[src/rtl/alu8_pkg.sv]
package alu8_pkg;

  localparam int DW  = 8;
  localparam int OPW = 5;

  typedef enum logic [OPW-1:0] {
    OP_ADD  = 5'd0,
    OP_ADC  = 5'd1,
    OP_SUB  = 5'd2,
    OP_SBC  = 5'd3,
    OP_AND  = 5'd4,
    OP_OR   = 5'd5,
    OP_XOR  = 5'd6,
    OP_COM  = 5'd7,
    OP_NEG  = 5'd8,
    OP_INC  = 5'd9,
    OP_DEC  = 5'd10,
    OP_LSL  = 5'd11,
    OP_LSR  = 5'd12,
    OP_ROL  = 5'd13,
    OP_ROR  = 5'd14,
    OP_ASR  = 5'd15,
    OP_SWAP = 5'd16,
    OP_CP   = 5'd17,
    OP_CPC  = 5'd18
  } alu_op_e;

  // status bit positions; the core relies on this order
  localparam int FL_C = 0;
  localparam int FL_Z = 1;
  localparam int FL_N = 2;
  localparam int FL_V = 3;
  localparam int FL_S = 4;
  localparam int FL_H = 5;
  localparam int FL_T = 6;
  localparam int FL_I = 7;

endpackage

[src/rtl/alu8_addsub.sv]
module alu8_addsub #(
  parameter int DW = 8
) (
  input  logic [DW-1:0] a,
  input  logic [DW-1:0] b,
  input  logic          sub,
  input  logic          cin,
  output logic [DW-1:0] sum,
  output logic          cy,
  output logic          hc,
  output logic          ov
);
  localparam int HB  = DW / 2;
  localparam int MSB = DW - 1;

  logic [DW-1:0] b_eff;
  logic          c_eff;
  logic          co_raw;
  logic          h_raw;
  logic [HB-1:0] lo_unused;

  always_comb begin
    b_eff = sub ? ~b : b;
    c_eff = sub ? ~cin : cin;
    {co_raw, sum}      = {1'b0, a} + {1'b0, b_eff} + {{DW{1'b0}}, c_eff};
    {h_raw, lo_unused} = {1'b0, a[HB-1:0]} + {1'b0, b_eff[HB-1:0]} + {{HB{1'b0}}, c_eff};
    // borrow is the inverse of the carry when subtracting
    cy = sub ? ~co_raw : co_raw;
    hc = sub ? ~h_raw  : h_raw;
    ov = (a[MSB] == b_eff[MSB]) && (sum[MSB] != a[MSB]);
  end

endmodule

[src/rtl/alu8_bitops.sv]
module alu8_bitops
  import alu8_pkg::*;
#(
  parameter int DW = 8
) (
  input  logic [DW-1:0]  a,
  input  logic [DW-1:0]  b,
  input  logic [OPW-1:0] op,
  input  logic           cin,
  output logic [DW-1:0]  res,
  output logic           cout
);
  localparam int HB  = DW / 2;
  localparam int MSB = DW - 1;

  always_comb begin
    res  = a;
    cout = cin;
    case (op)
      OP_AND:  res = a & b;
      OP_OR:   res = a | b;
      OP_XOR:  res = a ^ b;
      OP_COM:  begin res = ~a;                  cout = 1'b1;   end
      OP_LSL:  begin res = {a[MSB-1:0], 1'b0};  cout = a[MSB]; end
      OP_LSR:  begin res = {1'b0, a[MSB:1]};    cout = a[0];   end
      OP_ROL:  begin res = {a[MSB-1:0], cin};   cout = a[MSB]; end
      OP_ROR:  begin res = {cin, a[MSB:1]};     cout = a[0];   end
      OP_ASR:  begin res = {a[MSB], a[MSB:1]};  cout = a[0];   end
      OP_SWAP: res = {a[HB-1:0], a[MSB:HB]};
      default: ;
    endcase
  end

endmodule

[src/rtl/alu8_flags_unit.sv]
module alu8_flags_unit
  import alu8_pkg::*;
(
  input  logic           clk,
  input  logic           rst_n,
  input  logic [DW-1:0]  op_a,
  input  logic [DW-1:0]  op_b,
  input  logic [OPW-1:0] op_sel,
  input  logic           alu_en,
  input  logic           st_load,
  input  logic [7:0]     st_wdata,
  output logic [DW-1:0]  result,
  output logic           res_we,
  output logic [7:0]     status_next,
  output logic [7:0]     status_q
);
  localparam int MSB = DW - 1;

  // operand routing for the adder/subtractor
  logic [DW-1:0] as_a, as_b, as_sum;
  logic          as_sub, as_cin, as_cy, as_hc, as_ov;
  logic [DW-1:0] bo_res;
  logic          bo_cy;

  // per-operation decode
  logic use_arith, zchain, wr_ok;
  logic up_h, up_v, up_n, up_z, up_c;
  logic v_val, c_val, h_val;
  logic z_new, n_new, v_new, s_new;

  alu8_addsub #(.DW(DW)) u_addsub (
    .a(as_a), .b(as_b), .sub(as_sub), .cin(as_cin),
    .sum(as_sum), .cy(as_cy), .hc(as_hc), .ov(as_ov)
  );

  alu8_bitops #(.DW(DW)) u_bitops (
    .a(op_a), .b(op_b), .op(op_sel), .cin(status_q[FL_C]),
    .res(bo_res), .cout(bo_cy)
  );

  always_comb begin
    as_a = op_a; as_b = op_b; as_sub = 1'b0; as_cin = 1'b0;
    use_arith = 1'b0; zchain = 1'b0; wr_ok = 1'b1;
    {up_h, up_v, up_n, up_z, up_c} = 5'b0;
    v_val = 1'b0; c_val = bo_cy; h_val = as_hc;
    case (op_sel)
      OP_ADD, OP_ADC: begin
        use_arith = 1'b1;
        as_cin = (op_sel == OP_ADC) && status_q[FL_C];
        {up_h, up_v, up_n, up_z, up_c} = 5'b11111;
        v_val = as_ov; c_val = as_cy;
      end
      OP_SUB, OP_SBC, OP_CP, OP_CPC: begin
        use_arith = 1'b1; as_sub = 1'b1;
        zchain = (op_sel == OP_SBC) || (op_sel == OP_CPC);
        as_cin = zchain && status_q[FL_C];
        wr_ok  = (op_sel == OP_SUB) || (op_sel == OP_SBC);
        {up_h, up_v, up_n, up_z, up_c} = 5'b11111;
        v_val = as_ov; c_val = as_cy;
      end
      OP_NEG: begin
        use_arith = 1'b1; as_sub = 1'b1;
        as_a = '0; as_b = op_a;
        {up_h, up_v, up_n, up_z, up_c} = 5'b11111;
        v_val = as_ov; c_val = as_cy;
      end
      OP_INC, OP_DEC: begin
        use_arith = 1'b1;
        as_sub = (op_sel == OP_DEC);
        as_b = {{(DW-1){1'b0}}, 1'b1};
        {up_v, up_n, up_z} = 3'b111;
        v_val = as_ov;
      end
      OP_AND, OP_OR, OP_XOR: begin
        {up_v, up_n, up_z} = 3'b111;
      end
      OP_COM: begin
        {up_v, up_n, up_z, up_c} = 4'b1111;
      end
      OP_LSL, OP_LSR, OP_ROL, OP_ROR, OP_ASR: begin
        {up_v, up_n, up_z, up_c} = 4'b1111;
        v_val = bo_res[MSB] ^ bo_cy;
      end
      OP_SWAP: ;
      default: wr_ok = 1'b0;
    endcase
  end

  always_comb begin
    result = use_arith ? as_sum : bo_res;
    res_we = alu_en && wr_ok;
    n_new  = result[MSB];
    z_new  = (result == '0) && (!zchain || status_q[FL_Z]);
    v_new  = up_v ? v_val : status_q[FL_V];
    s_new  = (up_n ? n_new : status_q[FL_N]) ^ v_new;
    status_next          = status_q;
    status_next[FL_H]    = up_h ? h_val : status_q[FL_H];
    status_next[FL_V]    = v_new;
    status_next[FL_N]    = up_n ? n_new : status_q[FL_N];
    status_next[FL_Z]    = up_z ? z_new : status_q[FL_Z];
    status_next[FL_C]    = up_c ? c_val : status_q[FL_C];
    status_next[FL_S]    = (up_n || up_v) ? s_new : status_q[FL_S];
  end

  always_ff @(posedge clk or negedge rst_n) begin
    if (!rst_n)       status_q <= '0;
    else if (st_load) status_q <= st_wdata;
    else if (alu_en)  status_q <= status_next;
  end

  // ---------------- assertions ----------------
  assert_load_priority_R2: assert property (@(posedge clk) disable iff (!rst_n)
    st_load |=> status_q == $past(st_wdata));

  assert_it_untouched_R14: assert property (@(posedge clk) disable iff (!rst_n)
    (alu_en && !st_load) |=> status_q[7:6] == $past(status_q[7:6]));

  assert_sign_rule_R14: assert property (@(posedge clk) disable iff (!rst_n)
    (alu_en && !st_load && op_sel <= OP_CPC && op_sel != OP_SWAP)
      |=> status_q[FL_S] == (status_q[FL_N] ^ status_q[FL_V]));

  assert_swap_flags_R13: assert property (@(posedge clk) disable iff (!rst_n)
    (alu_en && !st_load && op_sel == OP_SWAP) |=> $stable(status_q));

  assert_logic_vch_R7: assert property (@(posedge clk) disable iff (!rst_n)
    (alu_en && !st_load && (op_sel == OP_AND || op_sel == OP_OR || op_sel == OP_XOR))
      |=> !status_q[FL_V] && $stable(status_q[FL_C]) && $stable(status_q[FL_H]));

  assert_zero_chain_R5: assert property (@(posedge clk) disable iff (!rst_n)
    (alu_en && !st_load && (op_sel == OP_SBC || op_sel == OP_CPC) && !status_q[FL_Z])
      |=> !status_q[FL_Z]);

endmodule

[config.mk]
export PLATFORM = sky130hd
export DESIGN_NAME = alu8_flags_unit
export DESIGN_NICKNAME = d
export VERILOG_FILES = /design/src/rtl/alu8_pkg.sv /design/src/rtl/alu8_addsub.sv /design/src/rtl/alu8_bitops.sv /design/src/rtl/alu8_flags_unit.sv
export SDC_FILE = /design/constraint.sdc
export NUM_CORES = 1
export LEC_CHECK = 0
export BUFFER_PORTS_ARGS = -buffer_cell sky130_fd_sc_hd__clkbuf_2
export CAP_MARGIN = 10
export CORE_MARGIN = 2
export CORE_UTILIZATION = 55
export CTS_BUF_LIST = sky130_fd_sc_hd__clkbuf_4
export CTS_CLUSTER_DIAMETER = 80
export DETAILED_ROUTE_END_ITERATION = 8
export PLACE_DENSITY = 0.81
export SLEW_MARGIN = 20
export SYNTH_ARGS = -nofsm -noshare
export SYNTH_HDL_FRONTEND = slang
export SYNTH_SLANG_ARGS = --single-unit
[constraint.sdc]
create_clock -name clk -period 5.8 [get_ports clk]
set_input_delay 0.58 -clock clk [delete_from_list [all_inputs] [get_ports clk]]
set_output_delay 0.58 -clock clk [all_outputs]
set_load 0.1 [all_outputs]
---- Yosys cells after proc, flatten, opt, wreduce, memory -nomap -nowiden ----
Index checks and enable logic that the tools add are counted.
word-level totals
  word-level logic and storage cells ...... 87
  bits in registers ....................... 8
  output and inout bits ................... 25
operators by class
  equal/unequal tests ..................... 20
  muxes and demuxes ....................... 27
  add/subtract/negate cells ............... 4
  reductions and logical operators ........ 24
  bitwise logic cells ..................... 10
operators by type and width
  operator                                                          number
  8-bit one-hot mux with 10 select lines                            1
  5-bit by 4-bit == test with 1-bit output (second input constant)  8
  8-bit two-way mux                                                 4
  5-bit by 3-bit == test with 1-bit output (second input constant)  4
  18-bit OR reduction                                               1
  8-bit NOT                                                         2
  8-bit one-hot mux with 2 select lines                             1
  5-bit == test (second input constant)                             3
  1-bit two-way mux                                                 15
  15-bit OR reduction                                               1
  13-bit OR reduction                                               1
  5-bit by 2-bit == test with 1-bit output (second input constant)  2
  5-bit OR reduction                                                2
  8-bit by 8-bit adder with 9-bit output                            1
  9-bit by 1-bit adder with 9-bit output                            1
  9-bit OR reduction                                                1
  8-bit AND                                                         1
  8-bit logical NOT                                                 1
  8-bit OR                                                          1
  1-bit one-hot mux with 2 select lines                             4
  8-bit bitwise XOR                                                 1
  7-bit OR reduction                                                1
  6-bit two-way mux                                                 1
  2-bit OR reduction                                                3
  15 further kinds                                                  24

---- Longest topological paths before layout ----
Gate-level depths: netlist of the first run.
  depth after elaboration ................. 15
  depth in mapped cells ................... 18
  gate-level depth less buffers ........... 16

---- Hierarchy ----
Synthesis of the first run repeated with hierarchy kept, for this count alone.
second synthesis, totals
  cells, all modules ...................... 341
  area total of the unflattened synthesis .. 2573.7 µm²
by module, submodules not included
  module           area an instance (µm²)  cells an instance  times used
  alu8_flags_unit  1097.3                  136                1
  alu8_bitops      1052.3                  155                1
  alu8_addsub      424.2                   50                 1

---- Worst setup path before layout of the first run ----
OpenSTA, ideal clock, no wires.
  path type ............................... in2out
  start point ............................. input port op_sel[4]
  end point ............................... output port status_next[1]
  data arrival time ....................... 5.683 ns
  path slack .............................. -0.463 ns
  cell stages on the path ................. 16
  path buffers ............................ 2
  cells stage by stage .................... buf_2 > nor2_1 > and3_1 > buf_1 > a22oi_1 > xor2_1 > fa_1 > fa_1 > nand2b_1 > a211oi_1 > or3_1 > a21oi_1 > a31oi_1 > o41ai_2 > nand2_1 > inv_1
on the way
  longest elaborated chain between the ends .. 11
  elaborated cells between the ends (all ways) .. 48
  classes of those cells .................. add/sub (2); eq/ne (18); mux (12); bitwise (2); reduce/logical (14)
RTL lines
  item                                                                                RTL line                                      text
  start: declaration                                                                  alu8_flags_unit.sv:8                          input logic [OPW-1:0] op_sel,
  5-bit by 4-bit == test with 1-bit output (tied with other cells)                    alu8_flags_unit.sv:46, alu8_flags_unit.sv:69
  2-bit OR reduction / 1-bit logical OR (equally long branches)                       --
  8-bit one-hot mux with 2 select lines / 1-bit logical AND (equally long branches)   alu8_flags_unit.sv:46, alu8_flags_unit.sv:56
  8-bit NOT / 1-bit one-hot mux with 2 select lines (equally long branches)           alu8_addsub.sv:23, alu8_flags_unit.sv:46
  8-bit two-way mux / 1-bit NOT (equally long branches)                               alu8_addsub.sv:23, alu8_addsub.sv:24
  8-bit by 8-bit adder with 9-bit output / 1-bit two-way mux (equally long branches)  alu8_addsub.sv:25, alu8_addsub.sv:24
  9-bit by 1-bit adder with 9-bit output                                              alu8_addsub.sv:25                             {co_raw, sum} = {1'b0, a} + {1'b0, b_eff} + {{DW{1'b0}}, c_eff};
  8-bit two-way mux *                                                                 alu8_flags_unit.sv:90                         result = use_arith ? as_sum : bo_res;
  net result[6]                                                                       alu8_flags_unit.sv:12                         output logic [DW-1:0] result,
  8-bit logical NOT *                                                                 alu8_flags_unit.sv:93                         z_new = (result == '0) && (!zchain || status_q[FL_Z]);
  1-bit logical AND *                                                                 alu8_flags_unit.sv:93
  1-bit two-way mux *                                                                 alu8_flags_unit.sv:100                        status_next[FL_Z] = up_z ? z_new : status_q[FL_Z];
  end: declaration                                                                    alu8_flags_unit.sv:14                         output logic [7:0] status_next,
The timed path passes the listed nets; every way through them passes the cells marked *.

---- Final worst setup path of the first run ----
  start point ............................. input port op_sel[0]
  end point ............................... output port status_next[1]
on the way
  longest elaborated chain between the ends .. 11
  elaborated cells between the ends (all ways) .. 48
  classes of those cells .................. add/sub (2); eq/ne (18); mux (12); bitwise (2); reduce/logical (14)
RTL lines
  item                                                                                RTL line
  5-bit by 4-bit == test with 1-bit output (tied with other cells)                    alu8_flags_unit.sv:46, alu8_flags_unit.sv:69
  2-bit OR reduction / 1-bit logical OR (equally long branches)                       --
  8-bit one-hot mux with 2 select lines / 1-bit logical AND (equally long branches)   alu8_flags_unit.sv:46, alu8_flags_unit.sv:56
  8-bit NOT / 1-bit one-hot mux with 2 select lines (equally long branches)           alu8_addsub.sv:23, alu8_flags_unit.sv:46
  8-bit two-way mux / 1-bit NOT (equally long branches)                               alu8_addsub.sv:23, alu8_addsub.sv:24
  8-bit by 8-bit adder with 9-bit output / 1-bit two-way mux (equally long branches)  alu8_addsub.sv:25, alu8_addsub.sv:24
  9-bit by 1-bit adder with 9-bit output                                              alu8_addsub.sv:25
  8-bit two-way mux                                                                   alu8_flags_unit.sv:90
  8-bit logical NOT                                                                   alu8_flags_unit.sv:93
  1-bit logical AND                                                                   alu8_flags_unit.sv:93
  1-bit two-way mux *                                                                 alu8_flags_unit.sv:100
Every way passes the cells marked *; elsewhere a longest branch is shown, timed or not.

==> flow_metrics.py, run 1 <==
metrics = {
    "detailed_routing": {
        "dr.pass1.iters": 5,
        "totalWireLength_um": 7771,
        "final_antenna_net_count": 0,
        "via_count": 2836,
        "wire_per_inst_um": 18.03,
        "drtIter0Drc": 274,
        "drc": 0,
        "vias_per_cell": 6.580,
    },
    "timing": {
        "period_needed_ns": 5.012,
        "fin_skew_ns": 0.004992,
        "slew_headroom_pct": 52.39,
        "hold_viol_final": 0,
        "finalMaxSlewViolations": 0,
        "rsz0062_at_grt": "false",
        "finalCritPeriodShare_pct": 86.42,
        "tightest_slew_ns": 0.7110,
        "fmax_ghz": 0.1995,
        "setup_viol_count_final": 0,
        "setup_tns_ns": 0,
    },
    "worst_setup_path": {
        "cp-end-kind": "output pin",
        "reg2reg_slack_ns": 2.29,
        "cpPeakStageDelay_ns": 0.47,
        "cp-startpoint": "op_sel[0]",
        "worstPathCellList": "clkbuf_2 -> and2_1 -> nor2_1 -> nand3_1 -> a22oi_1 -> xor2_1 -> fa_1 -> fa_1 -> nand2b_1 -> a211oi_1 -> o21ai_1 -> a21oi_1 -> a31oi_2 -> o41ai_2 -> nand2_1 -> inv_1 -> buf_12",
        "cp.arrival_ns": 4.43,
        "cp.required_ns": 5.22,
        "rr_endpoint": "status_q[1]",
        "timing.rr.start": "status_q[0]",
        "crit_top_cell": "fa_1",
        "r2r.worst_path.cells": 15,
        "cp_slowest_cell": "fa_1",
        "cp_max_fo": 17,
        "start_kind": "input pin",
        "endpoint": "status_next[1]",
        "worstSetupPathType": "input pin to output pin",
    },
    "pwr": {
        "p_seq_share_pct": 11.8,
        "power_switching_uw": 379.4,
        "p_comb_share_pct": 81.0,
        "p_per_area_mw_per_mm2": 210.4,
        "ir_drop_uv": 124.9,
        "p_clk_share_pct": 7.2,
        "internal-power_uw": 204.5,
        "power_switching_share_pct": 64.98,
        "leakagePower_uw": 0.001344,
    },
    "global_routing": {
        "antenna_found_initial": 0,
        "grt_pass1_vias": 2643,
        "grt_pass1_wl_um": 12490,
        "grt-ovfl-total": 0,
        "grtUsageTotal_pct": 30.37,
        "grt_max_degree": 32,
    },
    "clock_tree": {
        "cts-buffers-inserted": 3,
        "cts_tree": "built",
        "cts_hold_buf": 0,
        "path_clk_slew_ns": 0.05,
        "cts_resized": 0,
        "cts_buffer_depth": 2,
        "cts_setup_buffers": 0,
        "h-tree-depth": 1,
        "clock_sinks": 8,
        "clockRootBuffer": "clkbuf_4",
        "clock_latency_ns": 0.26,
    },
    "final_layout": {
        "drive_gt1_share_pct": 23.22,
        "fillerInstances": 384,
        "nets": 439,
        "layoutNonFillerInstCount": 431,
        "area_delta_synth_final_pct": 11.79,
        "top_register": "status_q",
        "num_antenna_cells": 0,
        "reg.largest.list": "status_q x8",
        "largest_register_ffs": 8,
    },
    "yosys": {
        "ys_seq_area_share_pct": 8.065,
        "synth_warnings": 0,
        "ys.flop_type": "dfrtp_1",
        "synth_fp_nets": 399,
        "syn_inst": 341,
        "synth_top_area_cell": "ha_1",
        "yosysTopAreaCellShare_pct": 11.59,
        "ys_async_sr_fraction_pct": 100.0,
        "synth_edf_count": 0,
        "avgSynthCellArea_um2": 7.280,
        "synth_common_cells": "nand2_1 (27), nor2_1 (27), inv_1 (25)",
        "synth.distinct_cells": 73,
        "synthTopCellsByArea": "ha_1 (12%), dfrtp_1 (8.1%), xor2_1 (4.6%)",
        "synth-seq-cells": 8,
        "netlist_area_mm2": 0.002482,
    },
    "die": {
        "num_rows": 24,
        "fp.dieH_um": 71.18,
        "coreArea_mm2": 0.004354,
        "ios": 58,
        "die-area_mm2": 0.005067,
        "initial_core_util_pct": 57.01,
        "die_w_um": 71.18,
    },
    "placed_design": {
        "dp_hpwl_um": 6063,
        "place_inst": 428,
        "routabilityCongestion": 1.039,
        "io_buffers": 57,
    },
    "worst_hold_path": {
        "hold_class": "input pin to async pin",
    },
    "job": {
        "cap_violations": 0,
    },
    "outcome": {
        "status": "finished, final reports clean",
    },
}
layout make-up:
class	instances	area, µm²	area share, %
inverter	26	97.59	3.517
multi-input combinational	280	2052	73.94
sequential	8	200.2	7.214
clock buffer	3	22.52	0.8115
tap	52	65.06	2.344
timing repair buffer	62	337.8	12.17
stage by stage:
step / hold WS, ns / worst slack (ns) / util (%) / cell area [µm²] / power [µW]
after CTS: 0.1575 / 0.8341 / 63.74 / 2775 / 580.9
final: 0.1546 / 0.7877 / 63.74 / 2775 / 584.0
after detailed placement: 0.4320 / 0.8597 / 63.22 / 2753 / 537.4
after global placement: 0.4294 / 0.9197 / 63.22 / 2753 / 534.5
after floorplan: 0.2844 / 0.1258 / - / 2489 / 449.8
after global routing: 0.1723 / 0.4526 / 63.74 / 2775 / 612.9
cell families (layout without fill, tap and decap cells):
family	after synthesis	in the layout	share of synthesized area (%)
AOI/OAI and AO/OA	105	105	31.30
xor gates and xnor gates	18	18	6.351
adders and majority gates	25	25	13.21
buffers and inverters	53	91	9.526
DFF	8	8	8.064
muxes	15	15	6.351
and+or+nand+nor	117	117	25.20
layer usage:
layer | vias up | global-route usage (%) | wire length, µm
li1 | 1328 | - | -
met1 | 1283 | 36.36 | 2910
met2 | 180 | 51.34 | 3737
met3 | 45 | 6.268 | 765
met4 | 0 | 14.88 | 359
met5 | - | 0 | 0
worst min-delay path by stage:
stage | depth (start not counted) | slack (ns) | end
floorplan | 0 | 0.28 | status_q[0]
global placement | 1 | 0.43 | status_q[3]
detailed placement | 1 | 0.43 | status_q[3]
CTS | 1 | 0.16 | status_q[5]
global route | 1 | 0.17 | status_q[5]
finish | 1 | 0.15 | status_q[5]
worst max-delay path, delay by kind of cell:
family | cells | cell delay [ns]
adders and majority gates | 2 | 0.90
AOI/OAI and AO/OA | 6 | 1.28
buffers and inverters | 3 | 0.51
xor gates and xnor gates | 1 | 0.12
and+or+nand+nor | 5 | 1.04
power by group through the flow:
stage | sequential, µW | clock, µW | combinational [µW]
after floorplan | 109 | 0 | 341
after global placement | 68.9 | 0 | 466
after detailed placement | 69.8 | 0 | 468
after CTS | 68.9 | 42.8 | 469
after global routing | 69.7 | 43.9 | 499
final | 68.7 | 42.0 | 473
placed cells by master, fill, tap and decap left out, drive strengths merged, types with 6 or more instances in the layout:
cell | synthesis | final
xor2 | 13 | 13
clkbuf | 9 | 59
mux2 | 6 | 6
nor2b | 9 | 9
o21ai | 19 | 19
nand2 | 27 | 27
ha | 23 | 23
inv | 26 | 26
nand3 | 14 | 14
a21oi | 22 | 22
mux2i | 9 | 9
nand2b | 6 | 6
buf | 18 | 6
a22oi | 11 | 11
nor2 | 27 | 27
dfrtp | 8 | 8
Power figures use the tool's default switching activity.
==> run 2, diff against run 1 <==
--- a/config.mk
+++ b/config.mk
@@ -7,5 +7,5 @@
 export LEC_CHECK = 0
 export BUFFER_PORTS_ARGS = -buffer_cell sky130_fd_sc_hd__clkbuf_2
-export CAP_MARGIN = 10
+export CORE_ASPECT_RATIO = 1.25
 export CORE_MARGIN = 2
 export CORE_UTILIZATION = 55
==> constraint.sdc (replaced) <==
create_clock -name clk -period 5.8 [get_ports clk]
set_input_delay 0.58 -clock clk [delete_from_list [all_inputs] [get_ports clk]]
set_output_delay 0.58 -clock clk [all_outputs]
set_load 0.01 [all_outputs]
==> run 2 against run 1 <==
Compared with the run above: final area down 0.77%; critical path depth down 1; via count down 1.1%; hold slack better by 0.0082 ns; core utilization down 0.54 points; power down 32%; combinational power down 40%; critical path type unchanged.
==> flow_metrics.py, run 2 (synthesis gave the netlist of run 1 again) <==
metrics = {
    "global_routing": {
        "grt_max_degree": 32,
        "grt_pass1_wl_um": 12500,
        "antenna_found_initial": 0,
        "grtUsageTotal_pct": 30.66,
        "grt_pass1_vias": 2578,
        "grt-ovfl-total": 0,
    },
    "die": {
        "num_rows": 27,
        "initial_core_util_pct": 56.96,
        "ios": 58,
        "coreArea_mm2": 0.004358,
        "die-area_mm2": 0.005070,
        "die_w_um": 64.09,
        "fp.dieH_um": 79.11,
    },
    "timing": {
        "rsz0062_at_grt": "false",
        "fin_skew_ns": 0.006241,
        "tightest_slew_ns": 0.6240,
        "fmax_ghz": 0.1948,
        "finalMaxSlewViolations": 0,
        "hold_viol_final": 0,
        "setup_tns_ns": 0,
        "holdWs_ns": 0.1628,
        "period_needed_ns": 5.134,
        "slew_headroom_pct": 58.25,
        "setup_viol_count_final": 0,
        "finalCritPeriodShare_pct": 88.51,
    },
    "placed_design": {
        "routabilityCongestion": 1.097,
        "io_buffers": 57,
        "place_inst": 433,
        "dp_hpwl_um": 6168,
    },
    "pwr": {
        "p_clk_share_pct": 10.5,
        "p_comb_share_pct": 72.2,
        "power.total_uw": 396.4,
        "power_switching_uw": 194.2,
        "p_per_area_mw_per_mm2": 144.0,
        "internal-power_uw": 202.3,
        "power_switching_share_pct": 48.98,
        "leakagePower_uw": 0.001333,
        "ir_drop_uv": 150.1,
        "p_seq_share_pct": 17.3,
    },
    "clock_tree": {
        "clock_sinks": 8,
        "path_clk_slew_ns": 0.06,
        "cts_tree": "built",
        "clockRootBuffer": "clkbuf_4",
        "cts_hold_buf": 0,
        "cts_buffer_depth": 2,
        "clock_latency_ns": 0.25,
        "h-tree-depth": 1,
        "cts-buffers-inserted": 3,
        "cts_resized": 0,
        "cts_setup_buffers": 0,
    },
    "detailed_routing": {
        "drtIter0Drc": 375,
        "totalWireLength_um": 7739,
        "vias_per_cell": 6.431,
        "drc": 0,
        "wire_per_inst_um": 17.75,
        "final_antenna_net_count": 0,
        "dr.pass1.iters": 5,
        "via_count": 2804,
    },
    "worst_setup_path": {
        "cpPeakStageDelay_ns": 0.54,
        "start_kind": "input pin",
        "cp.arrival_ns": 4.55,
        "worstSetupPathType": "input pin to output pin",
        "cp_slowest_cell": "and3_1",
        "crit_buf_inv": 3,
        "crit_family": "simple AND/OR/NAND/NOR gates",
        "cp_max_fo": 13,
        "cp.required_ns": 5.22,
        "worstPathCellList": "clkbuf_2 -> nor2_1 -> and3_1 -> a22oi_1 -> xor2_1 -> fa_1 -> fa_1 -> nand2b_1 -> a211oi_1 -> o21ai_1 -> a21oi_1 -> a31oi_1 -> o41ai_2 -> nand2_1 -> inv_1 -> clkbuf_2",
        "cp-end-kind": "output pin",
        "reg2reg_slack_ns": 2.33,
    },
    "final_layout": {
        "reg.largest.list": "status_q x8",
        "nets": 438,
        "final_common_cell": "clkbuf_2",
        "num_antenna_cells": 0,
        "seqCellArea_um2": 200.2,
        "largest_register_ffs": 8,
        "post-route-util_pct": 63.19,
        "layoutNonFillerInstCount": 436,
        "layout_common_cells": "clkbuf_2 (57), nor2_1 (27), nand2_1 (27), inv_1 (25), ha_1 (23)",
        "area_delta_synth_final_pct": 10.94,
        "top_register": "status_q",
        "fillerInstances": 404,
        "multi_input_area_mm2": 0.002046,
        "drive_gt1_share_pct": 22.75,
    },
    "worst_hold_path": {
        "hold_class": "input pin to async pin",
    },
    "outcome": {
        "status": "finished, final reports clean",
    },
    "job": {
        "cap_violations": 0,
    },
}
run 2: routing by layer:
layer  track usage, %  vias to the layer above  routed length, µm
li1                 -                     1326                  -
met1            38.07                     1298               3051
met2            51.77                      150               3667
met3            3.966                       30                634
met4            15.32                        0                385
met5                0                        -                  0
run 2: area by class of cell:
type	instances	area share (%)
Multi-Input combinational cell	280	74.28
Timing Repair Buffer	61	11.45
Clock buffer	3	0.8178
Tap cell	58	2.635
Inverter	26	3.544
Sequential cell	8	7.269
run 2: worst paths after layout:
check | start | end | cells after the start
min in group clk | status_q[6] | status_q[6] | 1
max | op_sel[1] | status_next[1] | 16
max reg2reg | status_q[0] | status_q[1] | 15
min reg2reg | status_q[6] | status_q[6] | 1
min | rst_n | status_q[3] | 1
max in group asynchronous | rst_n | status_q[0] | 1
run 2: power groups by stage:
stage          clock network, µW  logic (µW)  registers [µW]
5_1_grt                     46.6         313            69.2
2_1_floorplan                  0         193            70.5
4_1_cts                     43.0         282            68.3
3_3_place_gp                   0         278            69.0
6_report                    41.8         286            68.4
3_5_place_dp                   0         281            69.1
run 2: through the flow:
stage / instance area (µm²) / setup WS [ns]
finish: 2754 / 0.6664
floorplan: 2482 / 1.219
detailed placement: 2731 / 0.7398
global route: 2754 / 0.4268
global placement: 2731 / 0.9226
CTS: 2754 / 0.7133
